**src/rtl/sweep_gate_pkg.sv**
```systemverilog
package sweep_gate_pkg;

   typedef enum logic {
      SG_MODE_NORMAL = 1'b0,
      SG_MODE_AUTO   = 1'b1
   } sg_mode_e;

   typedef enum logic {
      SG_TRIG_PULSE = 1'b0,
      SG_TRIG_EDGE  = 1'b1
   } sg_trig_e;

endpackage

```
**src/rtl/sgc_ramp.sv**
```systemverilog
module sgc_ramp #(
   parameter int RAMP_W = 16
) (
   input  logic              clk,
   input  logic              rst_n,
   input  logic              gate_i,
   input  logic [RAMP_W-1:0] term_i,
   output logic [RAMP_W-1:0] ramp_o,
   output logic              eos_o
);

   localparam logic [RAMP_W-1:0] STEP = RAMP_W'(1);

   logic [RAMP_W-1:0] cnt_q;
   logic              at_term;

   if (RAMP_W < 1) begin : g_bad_w
      $error("sgc_ramp: RAMP_W must be at least 1");
   end

   assign at_term = (cnt_q == term_i);

   always_ff @(posedge clk or negedge rst_n) begin
      if (!rst_n) begin
         cnt_q <= '0;
      end else if (!gate_i) begin
         cnt_q <= '0;
      end else if (!at_term) begin
         cnt_q <= cnt_q + STEP;
      end
   end

   assign ramp_o = cnt_q;
   assign eos_o  = gate_i & at_term;

endmodule

```
**src/rtl/sgc_holdoff.sv**
```systemverilog
module sgc_holdoff #(
   parameter int HO_W = 16
) (
   input  logic            clk,
   input  logic            rst_n,
   input  logic            fire_i,
   input  logic [HO_W-1:0] len_i,
   output logic            active_o
);

   localparam logic [HO_W-1:0] ONE = HO_W'(1);

   logic [HO_W-1:0] left_q;

   if (HO_W < 1) begin : g_bad_w
      $error("sgc_holdoff: HO_W must be at least 1");
   end

   always_ff @(posedge clk or negedge rst_n) begin
      if (!rst_n) begin
         left_q <= '0;
      end else if (fire_i) begin
         left_q <= len_i;
      end else if (left_q != '0) begin
         left_q <= left_q - ONE;
      end
   end

   assign active_o = (left_q != '0);

endmodule

```
**src/rtl/sgc_gate.sv**
```systemverilog
module sgc_gate
   import sweep_gate_pkg::*;
#(
   parameter sg_trig_e TRIG_KIND = SG_TRIG_PULSE
) (
   input  logic     clk,
   input  logic     rst_n,
   input  logic     trig_i,
   input  logic     force_i,
   input  sg_mode_e mode_i,
   input  logic     hold_i,
   output logic     gate_o
);

   logic trig_eff;
   logic start_req;
   logic gate_q;

   if (TRIG_KIND == SG_TRIG_EDGE) begin : g_edge
      logic trig_prev_q;
      always_ff @(posedge clk or negedge rst_n) begin
         if (!rst_n) trig_prev_q <= 1'b0;
         else        trig_prev_q <= trig_i;
      end
      assign trig_eff = trig_i & ~trig_prev_q;
   end else begin : g_pulse
      assign trig_eff = trig_i;
   end

   assign start_req = trig_eff | ((mode_i == SG_MODE_AUTO) & force_i);

   always_ff @(posedge clk or negedge rst_n) begin
      if (!rst_n) begin
         gate_q <= 1'b0;
      end else if (hold_i) begin
         gate_q <= 1'b0;
      end else if (!gate_q && start_req) begin
         gate_q <= 1'b1;
      end
   end

   assign gate_o = gate_q;

endmodule

```
**src/rtl/sweep_gate_ctrl.sv**
```systemverilog
module sweep_gate_ctrl
   import sweep_gate_pkg::*;
#(
   parameter int       RAMP_W    = 16,
   parameter int       HO_W      = 16,
   parameter sg_trig_e TRIG_KIND = SG_TRIG_PULSE
) (
   input  logic              clk,
   input  logic              rst_n,
   input  logic              trig_i,
   input  logic              force_start_i,
   input  logic              mode_i,
   input  logic [RAMP_W-1:0] ramp_term_i,
   input  logic [HO_W-1:0]   holdoff_len_i,
   output logic              gate_o,
   output logic              sweep_rst_o,
   output logic              holdoff_o,
   output logic [RAMP_W-1:0] ramp_o
);

   logic     gate;
   logic     eos;
   logic     ho_active;
   logic     reset_hold;
   logic     strobe_q;
   sg_mode_e mode;

   assign mode       = sg_mode_e'(mode_i);
   assign reset_hold = eos | ho_active;

   sgc_gate #(
      .TRIG_KIND(TRIG_KIND)
   ) u_gate (
      .clk    (clk),
      .rst_n  (rst_n),
      .trig_i (trig_i),
      .force_i(force_start_i),
      .mode_i (mode),
      .hold_i (reset_hold),
      .gate_o (gate)
   );

   sgc_ramp #(
      .RAMP_W(RAMP_W)
   ) u_ramp (
      .clk   (clk),
      .rst_n (rst_n),
      .gate_i(gate),
      .term_i(ramp_term_i),
      .ramp_o(ramp_o),
      .eos_o (eos)
   );

   sgc_holdoff #(
      .HO_W(HO_W)
   ) u_holdoff (
      .clk     (clk),
      .rst_n   (rst_n),
      .fire_i  (eos),
      .len_i   (holdoff_len_i),
      .active_o(ho_active)
   );

   always_ff @(posedge clk or negedge rst_n) begin
      if (!rst_n) strobe_q <= 1'b0;
      else        strobe_q <= eos;
   end

   assign gate_o      = gate;
   assign sweep_rst_o = strobe_q;
   assign holdoff_o   = ho_active;

endmodule

```
**config.mk**
```make
export PLATFORM = sky130hd
export DESIGN_NAME = sweep_gate_ctrl
export DESIGN_NICKNAME = d
export VERILOG_FILES = /design/src/rtl/sweep_gate_pkg.sv /design/src/rtl/sgc_ramp.sv /design/src/rtl/sgc_holdoff.sv /design/src/rtl/sgc_gate.sv /design/src/rtl/sweep_gate_ctrl.sv
export SDC_FILE = /design/constraint.sdc
export NUM_CORES = 1
export LEC_CHECK = 0
export BUFFER_PORTS_ARGS = -buffer_cell sky130_fd_sc_hd__buf_2
export CAP_MARGIN = 20
export CORE_ASPECT_RATIO = 1.2
export CORE_UTILIZATION = 35
export CTS_BUF_LIST = sky130_fd_sc_hd__clkbuf_8
export DETAILED_ROUTE_END_ITERATION = 6
export MAX_ROUTING_LAYER = met4
export PLACE_DENSITY_LB_ADDON = 0.12
export SETUP_SLACK_MARGIN = 0.2
export SKIP_CTS_REPAIR_TIMING = 1
export SYNTH_ARGS = -nofsm -noshare
export SYNTH_HDL_FRONTEND = slang
export SYNTH_SLANG_ARGS = --single-unit
```
**constraint.sdc**
```tcl
create_clock -name clk -period 2.71 [get_ports clk]
set_input_delay 0.542 -clock clk [delete_from_list [all_inputs] [get_ports clk]]
set_output_delay 0.542 -clock clk [all_outputs]
set_load 0.005 [all_outputs]
```
==> reports/metrics.yaml <==
status:
  status: "finished clean"
floorplanning:
  start_util_pct: 36.62
  core_area_mm2: 0.005743
  dieArea_mm2: 0.006325
  die_w_um: 72.77
  row_count: 30
  boundaryPins: 56
  die_y_um: 86.92
cts:
  clk_pin_slew_ns: 0.07
  cts_tree: "built"
  clock_tree.root_cell: "clkbuf_8"
  cts_buffer_depth: 2
  cts_buffers: 5
  htree_levels: 2
  clock-sinks: 34
  insertion_delay_ns: 0.29
critical_path:
  crit_family: "simple AND/OR/NAND/NOR gates"
  crit_top_cell: "inv_1"
  r2r_start: "u_holdoff.left_q[0]$_DFFE_PN0P_"
  cp_slowest_cell: "dfrtp_1"
  crit_type: "flip-flop to output pin"
  arrival_ns: 1.75
  cp_cell_sequence: "inv_1, ha_1, nor3b_2, nand2_1, nor2_2, inv_1, buf_2"
  startpoint_type: "flip-flop"
  cpPeakStageDelay_ns: 0.42
  crit_fanout: 4
  required_ns: 2.17
  startpoint: "u_holdoff.left_q[0]$_DFFE_PN0P_"
  crit_buf_inv: 3
  end_kind: "output pin"
routing:
  routedWlPerCell_um: 14.59
  via_per_inst: 5.232
  via_count: 1847
  wirelength_um: 5149
  drcViolationCount: 0
  dr.first_iter.drc_count: 60
  postRouteAntennaNets: 0
  firstDrtPassIters: 4
sta:
  hold_viol: 0
  timing_worst_slew_pin_value_ns: 0.7948
  maxSlewHeadroom_pct: 47.02
  finalMaxSlewViolations: 0
  skew_ns: 0.006822
  fmax_mhz: 436.6
  rsz0062_at_grt: "false"
  period_minus_slack_ns: 2.291
  finalCritPeriodShare_pct: 84.52
  finalSetupTns_ns: 0
  finalSetupViolations: 0
synthesis:
  ys.flop_type: "dfrtp_1"
  synthArstFlopShare_pct: 100.0
  yosys.area.top_type: "dfrtp_1"
  synth_top_area_share_pct: 40.45
  mappedNetlistArea_mm2: 0.002103
  synth_common_cells: "dfrtp_1, xnor2_1, nand3_1"
  yosysMostFrequentCell: "dfrtp_1"
  syn_inst: 215
  synth_cell_types: 44
  synthTopCellsByArea: "dfrtp_1, xnor2_1, mux2_2, o31ai_1, nand3_1"
  syn_avg_cell_area_um2: 9.783
  syn_nets: 254
  synth_warnings: 0
  ys_ff_latch: 34
  synth_edf_count: 0
  ys_seq_area_share_pct: 40.45
global_routing:
  grt_pass1_wl_um: 8355
  grt_pass1_vias: 1786
  grt_overflow: 0
  antenna_found_initial: 0
  grt_usage_pct: 18.04
  grt_max_degree: 35
cells_and_area:
  final_area_mm2: 0.002539
  syn2layout_area_growth_pct: 20.70
  num_antenna_cells: 0
  drive_above_1_share_pct: 31.87
  layout.nets: 312
  final.fill_count: 594
min_path:
  hp-class: "primary input to asynchronous set/reset pin"
place:
  gp_congestion: 0.8567
  io_buffers: 55
  hpwl_um: 3683
  placed_area_mm2: 0.002455
power_and_ir_drop:
  p_leak_nw: 1.045
  ir_worst_vdd_mv: 0.1679
  p_per_area_mw_per_mm2: 365.6
job:
  drv_cap: 0
[per-layer routing]
layer	GRT usage (%)	vias to the layer above	share of wire, %
li1	-	912	-
met1	20.04	882	46
met2	31.69	46	49
met3	3.819	7	3.8
met4	6.417	0	1.5
met5	-	-	0
[through the flow]
step                      util (%)  hold slack (ns)  setup slack, ns  std cells  power, mW
after detailed placement     42.75           0.5617           0.2993        346     0.5793
after global routing         44.20           0.3947           0.2680        353     0.9741
after CTS                    44.12           0.3624           0.2268        353     0.9488
after global placement       42.75           0.5564           0.3292        346     0.5785
final                        44.20           0.3290           0.4195        353     0.9282
after floorplan                  -           0.2464           0.6159        215     0.5375
[placed cells by master, fill, tap and decap left out, types with 8 or more instances in the layout]
master   instances
o31ai_1         11
a21oi_1         13
buf_2           55
mux2_2           8
inv_1            8
o21ai_0         12
dfrtp_1         34
nand2_1         13
nand3_1         15
xnor2_1         20
[power breakdown]
group | switching [mW] | leakage, nW | internal (mW) | total (mW)
logic | 0.0274 | 0.560 | 0.0296 | 0.0570
clock network | 0.188 | 0.0438 | 0.172 | 0.360
registers | 0.00187 | 0.441 | 0.509 | 0.511
[worst paths after layout]
kind                                                    end  slack [ns]  cells after the start
max in group asynchronous   u_holdoff.left_q[6]$_DFFE_PN0P_        1.88                      1
setup / recovery                                  holdoff_o        0.42                      7
setup reg to reg           u_holdoff.left_q[14]$_DFFE_PN0P_        0.49                      7
hold / removal                 u_ramp.ramp_o[4]$_DFFE_PN0N_        0.33                      1
hold reg to reg               u_ramp.ramp_o[15]$_DFFE_PN0N_        0.57                      2
min in group clk            u_holdoff.left_q[9]$_DFFE_PN0P_        0.46                      2
[flip-flops by register name, summed over array words and instances, names as in the netlist]
signal	flops
u_holdoff.left_q	16
sweep_rst_o	1
u_ramp.ramp_o	16
u_gate.gate_o	1
[cell families after synthesis]
family                   synth area share [%]
XOR/XNOR                                8.745
buffers and inverters                   4.342
AND/OR/NAND/NOR                         23.20
multiplexers                            8.804
AO/OA/AOI/OAI                           13.27
flip-flops                              40.45
adder cells (fa/ha/maj)                 1.190
[area by class of cell]
cell class | instances | area [µm²] | share of cell area (%)
multi-input cells | 164 | 1166 | 45.93
flip-flops and latches | 34 | 850.8 | 33.51
repair buffers | 60 | 312.8 | 12.32
well taps | 80 | 100.1 | 3.943
clock buffers | 5 | 68.82 | 2.711
inverters | 8 | 30.03 | 1.183
clock inverters | 2 | 10.01 | 0.3943
Note: power is estimated with default switching activity, not from simulation.
